## config.mk

```make
export PLATFORM = sky130hd
export DESIGN_NAME = trig_delay_timer
export DESIGN_NICKNAME = d
export VERILOG_FILES = /design/src/rtl/tdt_pkg.sv /design/src/rtl/tdt_prescaler.sv /design/src/rtl/tdt_trigsel.sv /design/src/rtl/tdt_loader.sv /design/src/rtl/tdt_counter.sv /design/src/rtl/trig_delay_timer.sv
export SDC_FILE = /design/constraint.sdc
export NUM_CORES = 1
export LEC_CHECK = 0
export CORE_UTILIZATION = 40
export CTS_BUF_LIST = sky130_fd_sc_hd__clkbuf_8
export DETAILED_ROUTE_END_ITERATION = 10
export HOLD_SLACK_MARGIN = 0.06
export PLACE_DENSITY_LB_ADDON = 0.12
export SETUP_SLACK_MARGIN = 0.5
export SYNTH_ARGS = -nofsm -noshare
export SYNTH_HDL_FRONTEND = slang
export SYNTH_HIERARCHICAL = 1
export SYNTH_SLANG_ARGS = --single-unit
```

## constraint.sdc

```tcl
create_clock -name clk -period 8.1 [get_ports clk]
set_clock_uncertainty 0.05 [all_clocks]
set_input_delay 1.62 -clock clk [delete_from_list [all_inputs] [get_ports clk]]
set_output_delay 1.62 -clock clk [all_outputs]
set_load 0.005 [all_outputs]
```

## src/rtl/tdt_pkg.sv

```systemverilog
package tdt_pkg;
    localparam int ADDR_W = 2;
    localparam int SEL_W  = 4;
    localparam int N_HW   = (1 << SEL_W) - 1;
    localparam int PSC_W  = 3;
    localparam int MULT_W = 2;

    localparam logic [ADDR_W-1:0] A_CTL = 2'd0;
    localparam logic [ADDR_W-1:0] A_MOD = 2'd1;
    localparam logic [ADDR_W-1:0] A_DLY = 2'd2;

    // control word bit positions
    localparam int B_EN   = 0;
    localparam int B_CONT = 1;
    localparam int B_MULT = 2;
    localparam int B_PSC  = B_MULT + MULT_W;
    localparam int B_TSEL = B_PSC + PSC_W;
    localparam int B_LM   = B_TSEL + SEL_W;
    localparam int B_IE   = B_LM + 2;
    localparam int B_FLAG = B_IE + 1;
    localparam int B_LDOK = B_FLAG + 1;
    localparam int B_SW   = B_LDOK + 1;
    localparam int CTL_W  = B_SW + 1;

    typedef enum logic [1:0] {
        CS_OFF  = 2'd0,
        CS_IDLE = 2'd1,
        CS_RUN  = 2'd2,
        CS_HOLD = 2'd3
    } cnt_state_e;

    typedef enum logic [1:0] {
        LM_NOW    = 2'b00,
        LM_AT_MOD = 2'b01,
        LM_AT_TRG = 2'b10,
        LM_EITHER = 2'b11
    } load_mode_e;

    typedef enum logic {
        LS_IDLE  = 1'b0,
        LS_ARMED = 1'b1
    } load_state_e;

    typedef struct packed {
        logic              en;
        logic              cont;
        logic [MULT_W-1:0] mult;
        logic [PSC_W-1:0]  psel;
        logic [SEL_W-1:0]  tsel;
        load_mode_e        lmode;
        logic              ie;
    } ctl_t;
endpackage

```

## src/rtl/tdt_prescaler.sv

```systemverilog
module tdt_prescaler
    import tdt_pkg::*;
#(
    parameter int P_W = PSC_W
) (
    input  logic              clk,
    input  logic              rst_n,
    input  logic              run,
    input  logic              restart,
    input  logic [MULT_W-1:0] mult,
    input  logic [P_W-1:0]    psel,
    output logic              tick
);
    localparam int DIV_W = 6 + (1 << P_W) - 1;

    logic [DIV_W-1:0] mult_val;
    logic [DIV_W-1:0] divisor;
    logic [DIV_W-1:0] term;
    logic [DIV_W-1:0] pc_q;

    always_comb begin
        unique case (mult)
            2'd0:    mult_val = DIV_W'(1);
            2'd1:    mult_val = DIV_W'(10);
            2'd2:    mult_val = DIV_W'(20);
            default: mult_val = DIV_W'(40);
        endcase
        divisor = mult_val << psel;
        term    = divisor - DIV_W'(1);
        tick    = run && !restart && (pc_q >= term);
    end

    always_ff @(posedge clk) begin
        if (!rst_n)                  pc_q <= '0;
        else if (restart || !run)    pc_q <= '0;
        else if (tick)               pc_q <= '0;
        else                         pc_q <= pc_q + DIV_W'(1);
    end

    // every tick starts a fresh division window
    assert_tick_realign_R3: assert property (@(posedge clk) disable iff (!rst_n)
        tick |=> (pc_q == '0))
        else $error("prescaler window not realigned after tick");
endmodule

```

## src/rtl/tdt_trigsel.sv

```systemverilog
module tdt_trigsel
    import tdt_pkg::*;
#(
    parameter int S_W  = SEL_W,
    parameter int N_IN = N_HW
) (
    input  logic            clk,
    input  logic            rst_n,
    input  logic [N_IN-1:0] hw_in,
    input  logic [S_W-1:0]  sel,
    input  logic            sw_req,
    output logic            trig_evt
);
    localparam logic [S_W-1:0] SW_CODE = {S_W{1'b1}};

    logic [N_IN-1:0] prev_q;
    logic [N_IN-1:0] rise;
    logic            hw_hit;

    always_ff @(posedge clk) begin
        if (!rst_n) prev_q <= '0;
        else        prev_q <= hw_in;
    end

    always_comb begin
        rise   = hw_in & ~prev_q;
        hw_hit = 1'b0;
        for (int i = 0; i < N_IN; i++) begin
            if (sel == S_W'(i)) hw_hit = rise[i];
        end
        trig_evt = (sel == SW_CODE) ? sw_req : hw_hit;
    end

    // a hardware edge cannot repeat on the next cycle from the same input
    assert_one_edge_R4: assert property (@(posedge clk) disable iff (!rst_n)
        (trig_evt && (sel != SW_CODE)) |=> (!trig_evt || (sel != $past(sel))))
        else $error("held trigger level retriggered");
endmodule

```

## src/rtl/tdt_loader.sv

```systemverilog
module tdt_loader
    import tdt_pkg::*;
#(
    parameter int CNT_W = 16
) (
    input  logic             clk,
    input  logic             rst_n,
    input  logic             en,
    input  logic             arm_req,
    input  load_mode_e       mode,
    input  logic             wrap_evt,
    input  logic             trig_evt,
    input  logic [CNT_W-1:0] mod_buf,
    input  logic [CNT_W-1:0] dly_buf,
    output logic             ldok,
    output logic [CNT_W-1:0] mod_work,
    output logic [CNT_W-1:0] dly_work
);
    load_state_e st_q, st_d;
    logic        commit;
    logic [1:0]  mbits;

    always_comb begin
        mbits  = mode;
        commit = (st_q == LS_ARMED) && en &&
                 ((mode == LM_NOW) || (mbits[0] && wrap_evt) || (mbits[1] && trig_evt));
        st_d = st_q;
        unique case (st_q)
            LS_IDLE:  if (arm_req) st_d = LS_ARMED;
            LS_ARMED: if (arm_req) st_d = LS_ARMED;
                      else if (!en || commit) st_d = LS_IDLE;
            default:  st_d = LS_IDLE;
        endcase
    end

    always_ff @(posedge clk) begin
        if (!rst_n) st_q <= LS_IDLE;
        else        st_q <= st_d;
    end

    always_ff @(posedge clk) begin
        if (!rst_n) begin
            mod_work <= '0;
            dly_work <= '0;
        end else if (commit) begin
            mod_work <= mod_buf;
            dly_work <= dly_buf;
        end
    end

    assign ldok = (st_q == LS_ARMED);

    // immediate policy clears the request on the next edge
    assert_now_commit_R11: assert property (@(posedge clk) disable iff (!rst_n)
        (st_q == LS_ARMED && en && mode == LM_NOW && !arm_req) |=> !ldok)
        else $error("immediate load did not commit");

    // working values move only out of the armed state
    assert_work_hold_R10: assert property (@(posedge clk) disable iff (!rst_n)
        (st_q == LS_IDLE) |=> ($stable(mod_work) && $stable(dly_work)))
        else $error("working value changed without armed load");
endmodule

```

## src/rtl/tdt_counter.sv

```systemverilog
module tdt_counter
    import tdt_pkg::*;
#(
    parameter int CNT_W = 16
) (
    input  logic             clk,
    input  logic             rst_n,
    input  logic             en,
    input  logic             cont,
    input  logic             trig_evt,
    input  logic             tick,
    input  logic [CNT_W-1:0] mod_work,
    input  logic [CNT_W-1:0] dly_work,
    output logic [CNT_W-1:0] cnt_q,
    output logic             start_pulse,
    output logic             wrap_pulse,
    output logic             wrap_evt,
    output logic             accept,
    output logic             dly_hit,
    output logic             run
);
    cnt_state_e       state_q, state_d;
    logic [CNT_W-1:0] cnt_d;
    logic             at_mod;
    logic             step_up;
    logic             cnt_load;

    always_comb begin
        accept   = en && trig_evt;
        at_mod   = (cnt_q == mod_work);
        wrap_evt = en && !accept && (state_q == CS_RUN) && tick && at_mod;
        step_up  = en && !accept && (state_q == CS_RUN) && tick && !at_mod;
        state_d  = state_q;
        unique case (state_q)
            CS_OFF:           if (accept) state_d = CS_RUN;
                              else if (en) state_d = CS_IDLE;
            CS_IDLE, CS_HOLD: if (!en) state_d = CS_OFF;
                              else if (accept) state_d = CS_RUN;
            CS_RUN:           if (!en) state_d = CS_OFF;
                              else if (wrap_evt && !cont) state_d = CS_HOLD;
            default:          state_d = CS_OFF;
        endcase
    end

    always_comb begin
        cnt_d    = cnt_q;
        cnt_load = 1'b0;
        if (!en) begin
            cnt_d = '0;
        end else if (accept) begin
            cnt_d    = '0;
            cnt_load = 1'b1;
        end else if (wrap_evt) begin
            if (cont) begin
                cnt_d    = '0;
                cnt_load = 1'b1;
            end
        end else if (step_up) begin
            cnt_d    = cnt_q + CNT_W'(1);
            cnt_load = 1'b1;
        end
        dly_hit = cnt_load && (cnt_d == dly_work);
    end

    always_ff @(posedge clk) begin
        if (!rst_n) state_q <= CS_OFF;
        else        state_q <= state_d;
    end

    always_ff @(posedge clk) begin
        if (!rst_n) begin
            cnt_q       <= '0;
            start_pulse <= 1'b0;
            wrap_pulse  <= 1'b0;
        end else begin
            cnt_q       <= cnt_d;
            start_pulse <= accept;
            wrap_pulse  <= wrap_evt;
        end
    end

    assign run = (state_q == CS_RUN);

    // disabled counter reads zero
    assert_off_zero_R2: assert property (@(posedge clk) disable iff (!rst_n)
        !en |=> (cnt_q == '0))
        else $error("count not cleared while disabled");

    // start pulse coincides with a zero count
    assert_start_zero_R6: assert property (@(posedge clk) disable iff (!rst_n)
        start_pulse |-> (cnt_q == '0))
        else $error("start pulse with nonzero count");

    // continuous wrap returns to zero with the wrap pulse
    assert_cont_wrap_R7: assert property (@(posedge clk) disable iff (!rst_n)
        (wrap_evt && cont) |=> ((cnt_q == '0) && wrap_pulse))
        else $error("continuous wrap failed");

    // parked counter does not move without a trigger
    assert_hold_still_R8: assert property (@(posedge clk) disable iff (!rst_n)
        (state_q == CS_HOLD && en && !trig_evt) |=> $stable(cnt_q))
        else $error("count moved in hold");

    // no tick, no trigger, no movement while running
    assert_no_tick_R3: assert property (@(posedge clk) disable iff (!rst_n)
        (state_q == CS_RUN && en && !trig_evt && !tick) |=> $stable(cnt_q))
        else $error("count moved without tick");
endmodule

```

## src/rtl/trig_delay_timer.sv

```systemverilog
module trig_delay_timer
    import tdt_pkg::*;
#(
    parameter int  CNT_W = 16,
    localparam int WR_W  = (CNT_W > CTL_W) ? CNT_W : CTL_W
) (
    input  logic              clk,
    input  logic              rst_n,
    input  logic              wr_en,
    input  logic [ADDR_W-1:0] wr_addr,
    input  logic [WR_W-1:0]   wr_data,
    input  logic [N_HW-1:0]   trig_in,
    output logic [CNT_W-1:0]  count,
    output logic              start_pulse,
    output logic              wrap_pulse,
    output logic              irq_flag,
    output logic              irq,
    output logic              ldok
);
    ctl_t             ctl_q;
    logic             sw_req_q;
    logic             flag_q;
    logic [CNT_W-1:0] mod_buf, dly_buf, mod_work, dly_work;
    logic             ctl_wr, arm_req;
    logic             trig_evt, tick, run, accept, wrap_evt, dly_hit;

    assign ctl_wr  = wr_en && (wr_addr == A_CTL);
    assign arm_req = ctl_wr && wr_data[B_LDOK] && wr_data[B_EN];

    always_ff @(posedge clk) begin
        if (!rst_n) begin
            ctl_q    <= '0;
            sw_req_q <= 1'b0;
        end else begin
            sw_req_q <= ctl_wr && wr_data[B_SW];
            if (ctl_wr) begin
                ctl_q.en    <= wr_data[B_EN];
                ctl_q.cont  <= wr_data[B_CONT];
                ctl_q.mult  <= wr_data[B_MULT +: MULT_W];
                ctl_q.psel  <= wr_data[B_PSC +: PSC_W];
                ctl_q.tsel  <= wr_data[B_TSEL +: SEL_W];
                ctl_q.lmode <= load_mode_e'(wr_data[B_LM +: 2]);
                ctl_q.ie    <= wr_data[B_IE];
            end
        end
    end

    always_ff @(posedge clk) begin
        if (!rst_n) begin
            mod_buf <= '0;
            dly_buf <= '0;
        end else if (wr_en) begin
            if (wr_addr == A_MOD) mod_buf <= wr_data[CNT_W-1:0];
            if (wr_addr == A_DLY) dly_buf <= wr_data[CNT_W-1:0];
        end
    end

    always_ff @(posedge clk) begin
        if (!rst_n)                         flag_q <= 1'b0;
        else if (dly_hit)                   flag_q <= 1'b1;
        else if (ctl_wr && !wr_data[B_FLAG]) flag_q <= 1'b0;
    end

    tdt_trigsel #(.S_W(SEL_W), .N_IN(N_HW)) u_trigsel (
        .clk      (clk),
        .rst_n    (rst_n),
        .hw_in    (trig_in),
        .sel      (ctl_q.tsel),
        .sw_req   (sw_req_q),
        .trig_evt (trig_evt)
    );

    tdt_prescaler #(.P_W(PSC_W)) u_prescaler (
        .clk     (clk),
        .rst_n   (rst_n),
        .run     (run),
        .restart (accept),
        .mult    (ctl_q.mult),
        .psel    (ctl_q.psel),
        .tick    (tick)
    );

    tdt_loader #(.CNT_W(CNT_W)) u_loader (
        .clk      (clk),
        .rst_n    (rst_n),
        .en       (ctl_q.en),
        .arm_req  (arm_req),
        .mode     (ctl_q.lmode),
        .wrap_evt (wrap_evt),
        .trig_evt (accept),
        .mod_buf  (mod_buf),
        .dly_buf  (dly_buf),
        .ldok     (ldok),
        .mod_work (mod_work),
        .dly_work (dly_work)
    );

    tdt_counter #(.CNT_W(CNT_W)) u_counter (
        .clk         (clk),
        .rst_n       (rst_n),
        .en          (ctl_q.en),
        .cont        (ctl_q.cont),
        .trig_evt    (trig_evt),
        .tick        (tick),
        .mod_work    (mod_work),
        .dly_work    (dly_work),
        .cnt_q       (count),
        .start_pulse (start_pulse),
        .wrap_pulse  (wrap_pulse),
        .wrap_evt    (wrap_evt),
        .accept      (accept),
        .dly_hit     (dly_hit),
        .run         (run)
    );

    assign irq_flag = flag_q;
    assign irq      = flag_q && ctl_q.ie;

    // a clearing write without a simultaneous hit drops the flag
    assert_flag_clear_R9: assert property (@(posedge clk) disable iff (!rst_n)
        (ctl_wr && !wr_data[B_FLAG] && !dly_hit) |=> !irq_flag)
        else $error("flag not cleared by write");
endmodule

```

==> results by group <==
Place
  • IO buf count: 57
  • Hpwl dp: 13.4 mm
  • Placed Instances: 1100
  • Placed instance area: 7990 um^2
  • GP Congestion: 0.924

Floorplan
  • Row cnt: 49
  • Die H: 140 um
  • Full die area: 19500 um^2
  • Ports: 58
  • Die width: 140 um
  • Core area: 18300 um^2
  • Starting density of the core: 41.4%

Setup path
  • CP peak stage delay: 0.76 ns
  • R2r endpoint: irq_flag
  • Endpoint class of the critical path: flop
  • Reg2reg setup slack: 1.89 ns
  • Worst Path Class, Setup: reg2reg
  • Crit-path leading delay family: simple AND/OR/NAND/NOR gates
  • CP Launch Type: flop
  • Ordered list of cells on the worst path: nor2_4 -> nand2_1 -> ha_1 -> o21bai_1 -> o221a_2 -> o221ai_1 -> ha_1 -> and4_1 -> o21ai_0 -> o211ai_2 -> a21oi_1 -> nor3b_1 -> nand3b_1 -> nor2_1 -> nand2_1 -> xnor2_1 -> a22oi_1 -> nor4bb_1 -> o21ai_0 -> a2111oi_2 -> o21a_1 -> o31a_2
  • CP max-delay cell: dfxtp_1
  • R2R depth: 22
  • CP max FO: 20
  • Reg-to-Reg Start: ctl_q[7]
  • Crit path required time: 8.44 ns
  • CP Buf/Inv Count: 0
  • CP arrival: 6.55 ns

Global routing
  • Pin count of the biggest net entering global routing: 123
  • Total Routing Usage GR: 20.7%
  • First-pass GRT wire length: 31.9 mm
  • Initial antenna violation count: 0
  • Number of global-route vias before repair: 5868
  • Congestion Overflow GR: 0

Finish
  • Filler cells: 1797
  • Diodes inserted: 0
  • Fraction of layout cells with a size suffix above 1: 8.43%
  • Design area: 8350 um^2
  • Nets: 943
  • Most frequent cells in the layout: nand2_1, dfxtp_1, nand3_1, mux2i_1, clkdlybuf4s50_1
  • P&R area growth vs syn: 10.3%
  • Final non-filler cell total: 1131
  • Commonest non-fill, non-tap cell in the layout: nand2_1

Power
  • Cell area power density: 155 nW/um^2
  • Sequential Power Share: 50.9%
  • Internal: 0.952 mW
  • Sw frac: 26.2%
  • Clock power share: 39.7%
  • Leakage: 3.14 nW
  • Combinational share of power: 9.4%
  • Psw: 0.338 mW
  • VDD IR-drop max: 0.0923 mV

Synthesis
  • Most area-hungry cell type in the Yosys netlist: dfxtp_1
  • Post-synth cell types: 86
  • #FFs+latches synth: 129
  • Synth warn: 6
  • Mapped Cells: 882
  • Post-synthesis cell area: 7560 um^2
  • Synthesized area per cell: 8.58 um^2
  • Ys async rst share: 0%
  • Most used DFF post-synth: dfxtp_1
  • Yosys top cell area share: 34.1%
  • Post-Syn Nets: 935
  • Post-synth EDFFs: 0
  • Register area share after synthesis: 34.1%
  • Synth area leaders: dfxtp_1, mux2i_1, nand2_1

Hold path
  • Hold/Removal Path Class: reg2reg
  • Hold Crit Endpoint: mod_buf[14]
  • Hold Crit Start: mod_buf[14]
  • WHS Path Cells: 2

Outcome
  • Status: complete, no violations

Routing
  • Total number of vias: 6584
  • Post-route antenna net violation count: 0
  • # DRC: 0
  • Routed Wire Length: 19.7 mm
  • Routed wire per std cell: 17.4 um
  • DR vias/cell: 5.82
  • DR iter-0 viols: 673
  • TritonRoute pass-1 iters: 5

Timing
  • Worst Tran Pin Value: 1.09 ns
  • Period minus WS final: 6.21 ns
  • Period utilisation layout: 76.7%
  • Setup TNS: 0 ns
  • Normalized max-slew margin: 27.1%
  • Setup Viol. Count Final: 0
  • Hold Violations, Final: 0
  • RSZ-0062 raised after global routing: no
  • F_max: 0.161 GHz
  • Max-slew violation count: 0

Clock network
  • Sinks on Clock Net: 129
  • Hold Buf Count CTS: 0
  • Clock buffer depth: 2
  • Clk slew on worst S/H paths: 0.08 ns
  • Setup Fix Bufs, Post-CTS: 0
  • Clock root buffer: clkbuf_8
  • TritonCTS clock tree: done
  • CTS buffer count: 17
  • Clock latency on the worst-skew pair: 0.45 ns
  • PostCTS Resize Cnt: 0
  • Htree depth: 4

Run
  • Maximum capacitance violations: 0
[how the worst max path moves through the flow]
stage | from | endpoint | cells past startpoint
floorplan | ctl_q[9] | irq_flag | 26
global placement | trig_in[8] | irq_flag | 18
detailed placement | trig_in[8] | irq_flag | 18
CTS | ctl_q[7] | irq_flag | 22
global route | ctl_q[7] | irq_flag | 22
finish | ctl_q[7] | irq_flag | 22
[Yosys cell counts (5+ instances only)]
master,count
nand2_1,141
dfxtp_1,129
nand3_1,62
mux2i_1,56
nor2_1,43
o2111ai_1,32
o311ai_1,32
xor2_1,30
clkbuf_1,24
a21oi_1,22
and2_1,22
buf_2,20
buf_6,19
o21ai_0,19
inv_1,18
ha_1,16
nor4_1,12
a211oi_1,9
and3_1,9
buf_4,9
nor2b_1,9
nor3_1,9
xnor2_1,9
a22oi_1,8
nand4_1,8
nand2b_1,6
nor4_2,6
o22ai_1,6
nor3b_1,5
[final cells by class]
cell class	count	area, um^2	share of cell area, %
flip-flops and latches	129	2580	30.9
clock buffers	19	262	3.13
clock inverters	12	96.3	1.15
inverters	19	71.3	0.854
multi-input cells	656	4410	52.8
repair buffers	67	643	7.70
well taps	229	287	3.43
[metal layers]
layer | up-vias | track usage [%] | wire length (um)
met5 | - | 0 | 0
met4 | 0 | 6.61 | 263
met1 | 3056 | 31.1 | 10100
met3 | 24 | 3.92 | 1110
met2 | 244 | 29.4 | 8210
li1 | 3260 | - | -
[worst reg2reg max path: cells and delay by family, from the launching register on]
kind            cells  cell delay, ns
flops               1            0.76
fa+ha+maj           2            0.77
xor+xnor            1            0.15
simple gates        8            2.30
compound gates     11            2.14
[sequential cells by signal, summed over array words and instances, names as in the netlist]
| signal | flops |
|---|---|
| u_counter/state_q | 2 |
| dly_buf | 16 |
| irq_flag | 1 |
| u_loader/dly_work | 16 |
| u_loader/ldok | 1 |
| mod_buf | 16 |
| sw_req_q | 1 |
| u_loader/mod_work | 16 |
| u_trigsel/prev_q | 15 |
| ctl_q | 14 |
| u_counter/cnt_q | 16 |
| u_counter/wrap_pulse | 1 |
| u_counter/start_pulse | 1 |
| u_prescaler/pc_q | 13 |
[logic make-up after synthesis]
logic type	after synthesis	share of synthesized area [%]
AO/OA/AOI/OAI	180	18.7
adder cells (fa/ha/maj)	16	2.65
XOR/XNOR	40	4.73
buffers and inverters	97	7.74
multiplexers	59	7.89
AND/OR/NAND/NOR	361	24.2
flip-flops	129	34.1
[per-stage QoR]
| stage | hold WS (ns) | power (mW) | worst slack, ns | utilization (%) |
|---|---|---|---|---|
| 2_1_floorplan | 0.384 | 0.756 | 2.97 | - |
| 3_3_place_gp | 0.395 | 0.793 | 1.88 | 43.7 |
| 3_5_place_dp | 0.403 | 0.793 | 1.82 | 43.7 |
| 4_1_cts | 0.414 | 1.31 | 2.01 | 45.7 |
| 5_1_grt | 0.429 | 1.35 | 1.49 | 45.7 |
| 6_report | 0.410 | 1.29 | 1.89 | 45.7 |
[power groups by stage]
stage	registers, mW	logic (mW)	clock network (mW)
global route	0.658	0.135	0.555
global placement	0.672	0.121	0
finish	0.657	0.121	0.512
floorplan	0.666	0.0899	0
CTS	0.657	0.122	0.529
detailed placement	0.671	0.121	0
(Power assumes the default switching activity.)
